### src/rtl/seg_approx_adder.sv
module seg_approx_adder #(
  parameter int WIDTH      = 12,
  parameter int RES_BITS   = 2,
  parameter int PRED_BITS  = 2,
  parameter int EXACT_BITS = 6
) (
  input  logic [WIDTH-1:0] op_a,
  input  logic [WIDTH-1:0] op_b,
  output logic [WIDTH-1:0] sum,
  output logic             carry_out,
  output logic             mispredict
);
  localparam int SPAN        = RES_BITS + PRED_BITS;
  localparam int SEGS        = (WIDTH - PRED_BITS) / RES_BITS;
  localparam int APPROX_SEGS = (EXACT_BITS == WIDTH) ? 0 : SEGS - EXACT_BITS / RES_BITS;
  localparam int LOW_W       = (SPAN < WIDTH) ? SPAN : WIDTH;
  localparam bit LEGAL = (RES_BITS >= 1) && (PRED_BITS >= 1) && (SEGS >= 1) &&
                         ((WIDTH - PRED_BITS) % RES_BITS == 0) &&
                         (EXACT_BITS >= 0) && (EXACT_BITS % RES_BITS == 0) &&
                         ((EXACT_BITS == WIDTH) || (EXACT_BITS <= WIDTH - SPAN));

  logic [WIDTH:0] exact_full;
  assign exact_full = {1'b0, op_a} + {1'b0, op_b};

  generate
    if (!LEGAL) begin : g_bad
      $error("seg_approx_adder: illegal WIDTH/RES_BITS/PRED_BITS/EXACT_BITS combination");
    end

    if (EXACT_BITS == WIDTH) begin : g_full
      assign sum        = exact_full[WIDTH-1:0];
      assign carry_out  = exact_full[WIDTH];
      assign mispredict = 1'b0;
    end else begin : g_seg
      logic [APPROX_SEGS:0] miss;

      for (genvar i = 0; i < APPROX_SEGS; i++) begin : g_sub
        localparam int LO = i * RES_BITS;
        logic [SPAN:0] part;
        assign part = {1'b0, op_a[LO+:SPAN]} + {1'b0, op_b[LO+:SPAN]};
        if (i == 0) begin : g_first
          assign sum[SPAN-1:0] = part[SPAN-1:0];
          assign miss[i]       = 1'b0;
        end else begin : g_later
          logic [PRED_BITS:0] guess;
          assign guess = {1'b0, op_a[LO+:PRED_BITS]} + {1'b0, op_b[LO+:PRED_BITS]};
          assign sum[LO+PRED_BITS+:RES_BITS] = part[SPAN-1:PRED_BITS];
          assign miss[i] = guess[PRED_BITS] !=
                           (exact_full[LO+PRED_BITS] ^ op_a[LO+PRED_BITS] ^ op_b[LO+PRED_BITS]);
        end
        if (i == APPROX_SEGS - 1 && EXACT_BITS == 0) begin : g_top_cout
          assign carry_out = part[SPAN];
        end
      end

      if (EXACT_BITS > 0) begin : g_exact
        localparam int LO_E = WIDTH - EXACT_BITS - PRED_BITS;
        localparam int EW   = EXACT_BITS + PRED_BITS;
        logic [EW:0]        part;
        logic [PRED_BITS:0] guess;
        assign part  = {1'b0, op_a[LO_E+:EW]} + {1'b0, op_b[LO_E+:EW]};
        assign guess = {1'b0, op_a[LO_E+:PRED_BITS]} + {1'b0, op_b[LO_E+:PRED_BITS]};
        assign sum[WIDTH-1:WIDTH-EXACT_BITS] = part[EW-1:PRED_BITS];
        assign carry_out = part[EW];
        assign miss[APPROX_SEGS] = guess[PRED_BITS] !=
                                   (exact_full[WIDTH-EXACT_BITS] ^ op_a[WIDTH-EXACT_BITS] ^
                                    op_b[WIDTH-EXACT_BITS]);
      end else begin : g_no_exact
        assign miss[APPROX_SEGS] = 1'b0;
      end

      assign mispredict = |miss;
    end
  endgenerate

  always_comb begin
    assert_low_span_exact_R1: assert (sum[LOW_W-1:0] == exact_full[LOW_W-1:0])
      else $error("low segment differs from true sum");
    assert_no_generate_exact_R3: assert (((op_a & op_b) != '0) || ({carry_out, sum} == exact_full))
      else $error("carry-free operands gave an inexact result");
    if (EXACT_BITS == WIDTH) begin
      assert_full_width_exact_R5: assert ({carry_out, sum} == exact_full)
        else $error("full-width exact build is not a normal adder");
    end
    assert_clean_means_exact_R7: assert (mispredict || ({carry_out, sum} == exact_full))
      else $error("wrong result without mispredict");
    assert_miss_means_wrong_R7: assert (!mispredict || ({carry_out, sum} != exact_full))
      else $error("mispredict raised on a correct result");
  end
endmodule

### config.mk
export PLATFORM = sky130hd
export DESIGN_NAME = seg_approx_adder
export DESIGN_NICKNAME = d
export VERILOG_FILES = /design/src/rtl/seg_approx_adder.sv
export SDC_FILE = /design/constraint.sdc
export NUM_CORES = 1
export LEC_CHECK = 0
export ABC_AREA = 1
export BUFFER_PORTS_ARGS = -buffer_cell sky130_fd_sc_hd__clkbuf_2
export CORE_MARGIN = 3
export CORE_UTILIZATION = 25
export DETAILED_ROUTE_END_ITERATION = 16
export PLACE_DENSITY = 0.58
export SYNTH_ARGS = -nofsm -noshare
export SYNTH_HDL_FRONTEND = slang
export SYNTH_SLANG_ARGS = --single-unit
### constraint.sdc
create_clock -name vclk -period 2.3
set_input_delay 0.115 -clock vclk [all_inputs]
set_output_delay 0.115 -clock vclk [all_outputs]
set_load 0.01 [all_outputs]
* After elaboration in Yosys (flattened, before gate mapping) *
Index checks and enable logic that the tools add are counted.

word-level totals
  output and inout bits = 14
  register bits = 0
  logic and storage cells = 13
  bits of input ports = 24

operators by class
  eq/ne operators = 2
  reduce and logical (&&, ||, !) cells = 1
  $add $sub $neg = 6
  bitwise gates (word level) = 4

operator list
  cell              count
  $add A8 B8 Y9     1
  $add A4 B4 Y4     2
  $add A7 B7 Y7     1
  $add A2 B2 Y3     2
  $xor A1 B1 Y1     4
  $ne A1 B1 Y1      2
  $reduce_or A2 Y1  1

* Depth between registers and ports, before layout *
Gate-level depths: netlist of the first run.

  depth after elaboration = 5
  gate-level depth with buffers = 10
  gate-level depth less buffers = 10

* Least setup slack after synthesis of the first run *
No wires, ideal clock.

  kind = input to output
  from = input port op_a[0]
  to = output port mispredict
  path slack = 1.005 ns
  data required time = 2.185 ns
  arrival time = 1.180 ns
  path buffers = 0
  cell stages on the path = 10
  cells stage by stage = ha_1 > inv_1 > fa_1 > nor2_1 > nand2_1 > inv_1 > nand2_1 > nand2_1 > inv_1 > nand2_1

between the ends
  word-level cells in the longest chain between the ends = 5
  elaborated cells between the ends (all ways) = 8
  those cells by class = 1 x add/sub; 2 x eq/ne; 4 x bitwise; 1 x reduce/logical

RTL lines
  what                                                   RTL line  RTL
  start, declared                                        7         input logic [WIDTH-1:0] op_a,
  $add A7 B7 Y7 *                                        23        assign exact_full = {1'b0, op_a} + {1'b0, op_b};
  $xor A1 B1 Y1, on equally long branches (2 in series)  49, 66
  $ne A1 B1 Y1, on equally long branches                 48, 65
  $reduce_or A2 Y1 *                                     72        assign mispredict = |miss;
  end, declared                                          11        output logic mispredict

Every way passes the cells marked *; elsewhere a longest branch is shown, timed or not.

* Worst setup path after layout of the first run *
Same ends and word-level chain as after synthesis.

==> results of run 1 <==
how the worst max path moves through the flow:
stage | start | end | slack [ps] | cells past startpoint
3_3_place_gp | op_a[0] | mispredict | 790 | 12
2_1_floorplan | op_a[0] | mispredict | 1010 | 10
5_1_grt | op_a[0] | mispredict | 630 | 12
6_report | op_a[0] | mispredict | 730 | 12
3_5_place_dp | op_a[0] | mispredict | 740 | 12
4_1_cts | op_a[0] | mispredict | 730 | 12
cells by family (layout without fill, tap and decap cells):
kind of cell | Yosys count | after routing | synth area share, %
buf+inv | 24 | 62 | 13.4
simple gates | 67 | 67 | 47.9
xor+xnor | 6 | 6 | 7.82
compound gates | 7 | 7 | 5.59
fa+ha+maj | 13 | 13 | 25.3
power groups by stage:
stage,logic (mW),registers [mW],clock network [mW]
after floorplan,0.165,0,0
after global routing,0.281,0,0
after global placement,0.246,0,0
after detailed placement,0.250,0,0
final,0.247,0,0
after CTS,0.251,0,0
critical path: cells and delay by family:
| family | cells | cell delay [ps] |
|---|---|---|
| simple gates | 5 | 430 |
| buf+inv | 5 | 360 |
| fa+ha+maj | 2 | 550 |
cell type report:
cell class	count	area (sq um)	area share, %
Tap cell	30	37.5	4.17
Multi-Input combinational cell	93	582	64.7
Timing Repair Buffer	38	190	21.1
Inverter	24	90.1	10.0
Yosys cell counts, drive strengths merged:
cell / count
a21o: 1
a21oi: 4
fa: 1
ha: 12
inv: 24
nand2: 47
nand3: 7
nand3b: 1
nand4: 5
nor2: 7
o21ai: 2
xnor2: 2
xor2: 4
metal layers:
metal	vias to the layer above	routed length (um)	GRT usage [%]
met5	-	0	0
met4	0	0	0
met3	0	58	0.223
met2	13	743	15.8
met1	339	774	12.0
li1	442	-	-
through the flow:
| step | utilization, % | power (mW) |
|---|---|---|
| after CTS | 35.7 | 0.251 |
| after detailed placement | 35.7 | 0.250 |
| after floorplan | - | 0.165 |
| after global routing | 35.7 | 0.281 |
| final | 35.7 | 0.247 |
| after global placement | 35.7 | 0.246 |
==> results.json, run 1 <==
{
  "outcome": "finished clean",
  "cell_internal_pwr_mw": 0.105,
  "holdPathEnd": "sum[0]",
  "tightest_slew_ps": 281,
  "place_hpwl_um": 1460,
  "remaining_drc_errors": 0,
  "start_util_pct": 26.6,
  "holdBufCountCts": 0,
  "diodes": 0,
  "drt_iter0_markers": 16,
  "p_switching_mw": 0.142,
  "critPathMaxStageDelay_ps": 390,
  "cap_violations": 0,
  "wl_um": 1580,
  "syn_inst": 117,
  "die-area_sq_mm": 0.00335,
  "critPathRequiredTime_ps": 2180,
  "netlist-cell-type-count": 17,
  "grt_pass1_vias": 667,
  "placed_area_sq_um": 900,
  "pwr-share-clk_pct": 0,
  "min_from": "op_b[0]",
  "power_density_mw_per_mm2": 275,
  "synth_area_per_cell_sq_um": 5.74,
  "crit_chain": "clkbuf_2, ha_1, inv_1, fa_1, nor2_1, nand2_1, inv_1, nand2_1, nand2_1, inv_1, nand2_1, clkbuf_2",
  "cts_resized": 0,
  "via_count": 794,
  "design.seq.count": 0,
  "die_h_um": 57.8,
  "ys_seq_area_share_pct": 0,
  "final_cell_mix": "nand2_1 (40), clkbuf_2 (38), inv_1 (24)",
  "nClkBuffers": 0,
  "ys_warn_count": 0,
  "overflow": 0,
  "crit_type": "in2out",
  "layout-drive-gt1-share_pct": 29.7,
  "synth_nets": 154,
  "switching_share_pct": 57.3,
  "period_needed_ps": 1570,
  "pwr-share-comb_pct": 100.0,
  "detail_route.wl_per_cell_um": 8.52,
  "detail-route-antenna-nets": 0,
  "ir_drop_mv": 0.0901,
  "synth_top_area_share_pct": 22.3,
  "p_leak_nw": 0.608,
  "ios": 38,
  "grt_usage_pct": 8.66,
  "row_count": 18,
  "worstSetupStartpointType": "input port",
  "p_seq_share_pct": 0,
  "crit_top_cell": "nand2_1",
  "fill_cells": 294,
  "fin_cells": 185,
  "die_w_um": 57.8,
  "mostFrequentLayoutCell": "nand2_1",
  "dp_cells": 185,
  "fin_ws_ps": 731,
  "crit_path_end_kind": "primary output",
  "antenna_found_initial": 0,
  "hold_depth": 3,
  "rsz0062_at_grt": "no",
  "netlist_area_sq_um": 672,
  "gp_congestion": 0.780,
  "grt_max_degree": 7,
  "crit_slowest_cell": "fa_1",
  "hold_class": "in2out",
  "yosysTopAreaCell": "ha_1",
  "routed_via_density": 4.29,
  "port_buffers": 38,
  "cts_setup_buffers": 0,
  "stdcell_area_sq_um": 900,
  "finalCritPeriodShare_pct": 68.2,
  "place_worst_setup_slack_ps": 735,
  "fmax_ghz": 0.638,
  "setup_viol": 0,
  "tns_ps": 0,
  "regArea_sq_um": 0,
  "holdWs_ps": 532,
  "crit_fanout": 3,
  "final_nets": 194,
  "drt_pass1_iterations": 4,
  "synthTopCellsByArea": "ha_1 (22%), nand2_1 (22%), inv_1 (13%)",
  "area_growth_pct": 33.9,
  "finalHoldViolations": 0,
  "finalMaxSlewViolations": 0,
  "max-slew-margin-rel_pct": 81.3,
  "grt_pass1_wl_um": 2540,
  "core_area_sq_mm": 0.00252,
  "cp_data_arrival_time_ps": 1450
}
Note: power is estimated with default switching activity, not from simulation.
==> inputs of run 2 (changes only) <==
Settings changed: ABC_AREA 1 to 0, PLACE_DENSITY 0.58 to 0.62.
Clock period 2.3 ns to 1.5 ns, I/O delays scaled along.
==> run 2 against run 1 <==
  * Die area shrank 23%
  * Highest routed layer unchanged
  * Synthesized cell count decreased by 49%
  * Area after synthesis down 25%
  * Design area is 15% lower
  * Cell count shrank 32%
  * Power rose by 47%
  * Worst hold slack worse by 79 ps
  * Combinational power up 47%
==> results.json, run 2 <==
{
  "outcome": "finished clean",
  "crit_path_end_kind": "primary output",
  "tightest_slew_ps": 276,
  "mostFrequentLayoutCell": "clkbuf_2",
  "stdcell_area_sq_um": 768,
  "hold_class": "in2out",
  "start_util_pct": 27.7,
  "critPathTopFamily": "compound AO/OA/AOI/OAI gates",
  "critPathRequiredTime_ps": 1420,
  "detail_route.wl_per_cell_um": 9.42,
  "period_needed_ps": 1410,
  "synth_area_per_cell_sq_um": 8.40,
  "synthSimpleGateAreaFrac_pct": 13.2,
  "crit_fanout": 4,
  "netlist_area_sq_um": 504,
  "crit_top_cell": "clkbuf_2",
  "design.seq.count": 0,
  "critPathMaxStageDelay_ps": 350,
  "gp_congestion": 0.696,
  "tns_ps": 0,
  "fmax_ghz": 0.707,
  "placed_area_sq_um": 733,
  "overflow": 0,
  "final_cell_mix": "clkbuf_2 (35), xnor2_1 (11), ha_1 (11)",
  "port_buffers": 38,
  "wl_um": 1180,
  "syn_inst": 60,
  "muxShareOfSynthArea_pct": 1.99,
  "final_nets": 139,
  "fin_ws_ps": 86.5,
  "routed_via_density": 4.53,
  "remaining_drc_errors": 0,
  "rsz0062_at_grt": "no",
  "synth_most_common_cell": "ha_1",
  "fin_cells": 125,
  "p_total_mw": 0.364,
  "synthTopCellsByArea": "ha_1 (30%), xnor2_1 (19%), xor2_1 (5.2%)",
  "ys_warn_count": 0,
  "antenna_found_initial": 0,
  "critPathBufInv": 2,
  "synth_top_area_share_pct": 29.8,
  "row_count": 15,
  "grt_usage_pct": 8.55,
  "ios": 38,
  "nClkBuffers": 0,
  "finalCritPeriodShare_pct": 94.2,
  "crit_slowest_cell": "ha_1",
  "ir_drop_mv": 0.224,
  "dp_cells": 124,
  "synth_nets": 97,
  "finalHoldViolations": 0,
  "layout-drive-gt1-share_pct": 48.0,
  "crit_type": "in2out",
  "die_h_um": 50.9,
  "p_leak_nw": 0.406,
  "area_growth_pct": 52.4,
  "fill_cells": 208,
  "setup_viol": 0,
  "worstSetupStartpointType": "input port",
  "finalMaxSlewViolations": 0,
  "netlist-cell-type-count": 22,
  "crit_chain": "clkbuf_2, ha_1, nand3_1, o2111ai_2, o21ai_0, xnor2_1, clkbuf_2",
  "grt_max_degree": 5,
  "drt_pass1_iterations": 4,
  "place_hpwl_um": 1100,
  "die-area_sq_mm": 0.00259,
  "final_util_pct": 42.2,
  "synth_compound_area_share_pct": 23.1,
  "drt_iter0_markers": 8,
  "grt_pass1_wl_um": 1890,
  "regArea_sq_um": 0,
  "detail-route-antenna-nets": 0,
  "yosysTopAreaCell": "ha_1",
  "holdWs_ps": 454,
  "place_worst_setup_slack_ps": -1.48,
  "grt_pass1_vias": 478,
  "synthAdderAreaFrac_pct": 33.7,
  "core_area_sq_mm": 0.00182,
  "max-slew-margin-rel_pct": 81.6,
  "die_w_um": 50.9,
  "synthXorXnorAreaFrac_pct": 24.3,
  "ys_seq_area_share_pct": 0,
  "cp_data_arrival_time_ps": 1340,
  "via_count": 566,
  "synth_top_family_by_area": "adder cells",
  "power_density_mw_per_mm2": 474,
  "cap_violations": 0,
  "yosys-top-cells-count": "ha_1 (12), xnor2_1 (11), inv_1 (5), nor2_1 (5), a21oi_1 (4)",
  "diodes": 0
}
## run 2: worst paths after layout
check	cells past startpoint	startpoint	slack (ps)	endpoint
worst max-delay path	7	op_b[6]	90	sum[10]
worst min-delay path	3	op_a[0]	450	sum[0]
## run 2: logic make-up after synthesis
family	count (synthesis)
compound gates	15
fa+ha+maj	13
simple gates	12
buf+inv	5
xor+xnor	14
mux	1
## run 2: where the power goes
part	switching, mW	internal (mW)	total [mW]
registers	0	0	0
clock network	0	0	0
logic	0.181	0.183	0.364
## run 2: what timing repair did
item,in CTS,in global routing
setup buffers,0,1
pin swaps,0,4
gates resized for setup,2,6
hold buffers,0,0
setup endpoints to repair,1,4
## run 2: area by class of cell
class,instances,area [sq um],area share [%]
multi-input cells,55,500,65.1
well taps,25,31.3,4.07
inverters,5,18.8,2.44
repair buffers,40,218,28.3
## run 2: routing by layer
layer | wire, um | GRT usage (%)
met5 | 0 | 0
met3 | 115 | 0.292
met4 | 0 | 0
met1 | 482 | 11.3
met2 | 579 | 16.1
==> inputs of run 3 (changes only) <==
Settings changed: RECOVER_POWER from default to 100, REMOVE_ABC_BUFFERS from default to 1.
==> run 3 against run 2 <==
  * Worst hold slack gained 25 ps
  * Clock-buffer cell count unchanged
  * Power down 2.4%
  * Cell count unchanged
  * Core utilization decreased by 0.55 points
  * Setup slack better by 1.8 ps
  * Non-clock buffer count unchanged
==> results.json, run 3 (synthesis gave the netlist of run 2 again) <==
{
  "outcome": "finished clean",
  "critPathBufInv": 2,
  "gp_congestion": 0.696,
  "drt_pass1_iterations": 4,
  "port_buffers": 38,
  "nClkBuffers": 0,
  "p_leak_nw": 0.383,
  "remaining_drc_errors": 0,
  "holdBufCountCts": 0,
  "cp_data_arrival_time_ps": 1340,
  "final_cell_mix": "clkbuf_2 (28), xnor2_1 (11), ha_1 (11)",
  "fmax_ghz": 0.708,
  "grt_max_degree": 5,
  "grt_pass1_wl_um": 1890,
  "pwr-share-comb_pct": 100.0,
  "finalHoldViolations": 0,
  "critPathRequiredTime_ps": 1420,
  "finalMaxSlewViolations": 0,
  "crit_type": "in2out",
  "power_density_mw_per_mm2": 469,
  "max-slew-margin-rel_pct": 81.6,
  "p_total_mw": 0.355,
  "crit_top_cell": "clkbuf_2",
  "crit_fanout": 4,
  "fin_ws_ps": 88.3,
  "via_count": 562,
  "critPathMaxStageDelay_ps": 350,
  "drt_iter0_markers": 8,
  "grt_usage_pct": 8.55,
  "grt_pass1_vias": 478,
  "ios": 38,
  "p_seq_share_pct": 0,
  "critPathTopFamily": "compound AO/OA/AOI/OAI gates",
  "crit_chain": "clkbuf_2, ha_1, nand3_1, o2111ai_2, o21ai_0, xnor2_1, clkbuf_2",
  "design.seq.count": 0,
  "ir_drop_mv": 0.221,
  "layout-drive-gt1-share_pct": 40.0,
  "cap_violations": 0,
  "routed_via_density": 4.50,
  "core_area_sq_mm": 0.00182,
  "p_switching_mw": 0.182,
  "fill_cells": 208,
  "finalCritPeriodShare_pct": 94.1,
  "detail-route-antenna-nets": 0,
  "die_h_um": 50.9,
  "holdPathEnd": "sum[0]",
  "antenna_found_initial": 0,
  "rsz0062_at_grt": "no",
  "row_count": 15,
  "diodes": 0,
  "wl_um": 1190,
  "area_growth_pct": 50.4,
  "setup_viol": 0,
  "hold_class": "in2out",
  "pwr-share-clk_pct": 0,
  "hold_depth": 3,
  "start_util_pct": 27.7,
  "multiInputGateArea_sq_um": 500,
  "place_hpwl_um": 1100,
  "die-area_sq_mm": 0.00259,
  "place_worst_setup_slack_ps": -1.48,
  "worstSetupStartpointType": "input port",
  "regArea_sq_um": 0,
  "die_w_um": 50.9,
  "period_needed_ps": 1410,
  "tightest_slew_ps": 276,
  "final_nets": 139,
  "crit_path_end_kind": "primary output",
  "cell_internal_pwr_mw": 0.174,
  "switching_share_pct": 51.1,
  "min_from": "op_a[0]",
  "overflow": 0,
  "crit_slowest_cell": "ha_1",
  "detail_route.wl_per_cell_um": 9.49,
  "mostFrequentLayoutCell": "clkbuf_2"
}
-- run 3: changes by cell type in the layout (fill, tap and decap cells not counted) --
| cell | previous run | this run |
|---|---|---|
| clkbuf_1 | 0 | 8 |
| buf_2 | 1 | 0 |
| clkbuf_2 | 35 | 28 |
-- run 3: how the worst max path moves through the flow --
stage	from	to	slack [ps]	cells past startpoint
2_1_floorplan	op_a[0]	mispredict	240	6
3_3_place_gp	op_a[0]	mispredict	50	9
3_5_place_dp	op_a[0]	mispredict	-1	9
4_1_cts	op_a[0]	mispredict	40	9
5_1_grt	op_b[6]	sum[10]	2	7
6_report	op_b[6]	sum[10]	90	7
-- run 3: cell type report --
class | count | share of cell area (%)
Multi-Input combinational cell | 55 | 66.0
Timing Repair Buffer | 40 | 27.4
Tap cell | 25 | 4.13
Inverter | 5 | 2.48
-- run 3: stage by stage --
stage	instances	hold slack, ps	utilization [%]	setup TNS (ps)	instance area, sq um
final	125	479	41.6	0	758
after global placement	124	458	40.3	0	733
after global routing	125	490	41.6	0	758
after detailed placement	124	470	40.3	-1.48	733
after CTS	124	492	40.5	0	738
after floorplan	60	290	-	0	504
-- run 3: what timing repair did --
item                                    CTS  global route
endpoints found under the setup margin    1             4
buffers inserted                          0             1
pin swaps                                 0             4
gates resized for setup                   2             6
-- run 3: power groups by stage --
stage | logic (mW) | registers, mW | clock network, mW
after floorplan | 0.229 | 0 | 0
after global placement | 0.354 | 0 | 0
after detailed placement | 0.357 | 0 | 0
after CTS | 0.361 | 0 | 0
after global routing | 0.394 | 0 | 0
final | 0.355 | 0 | 0
-- run 3: tightest hold or removal path: stages --
cell and delay, ps:
buf_6 70, ha_4 110, clkbuf_1 140
-- run 3: metal layers --
layer / wire, um / global-route usage (%) / vias up
met5: 0 / 0 / -
met4: 0 / 0 / 0
met3: 97 / 0.292 / 0
met2: 579 / 16.1 / 28
met1: 508 / 11.3 / 239
li1: - / - / 295
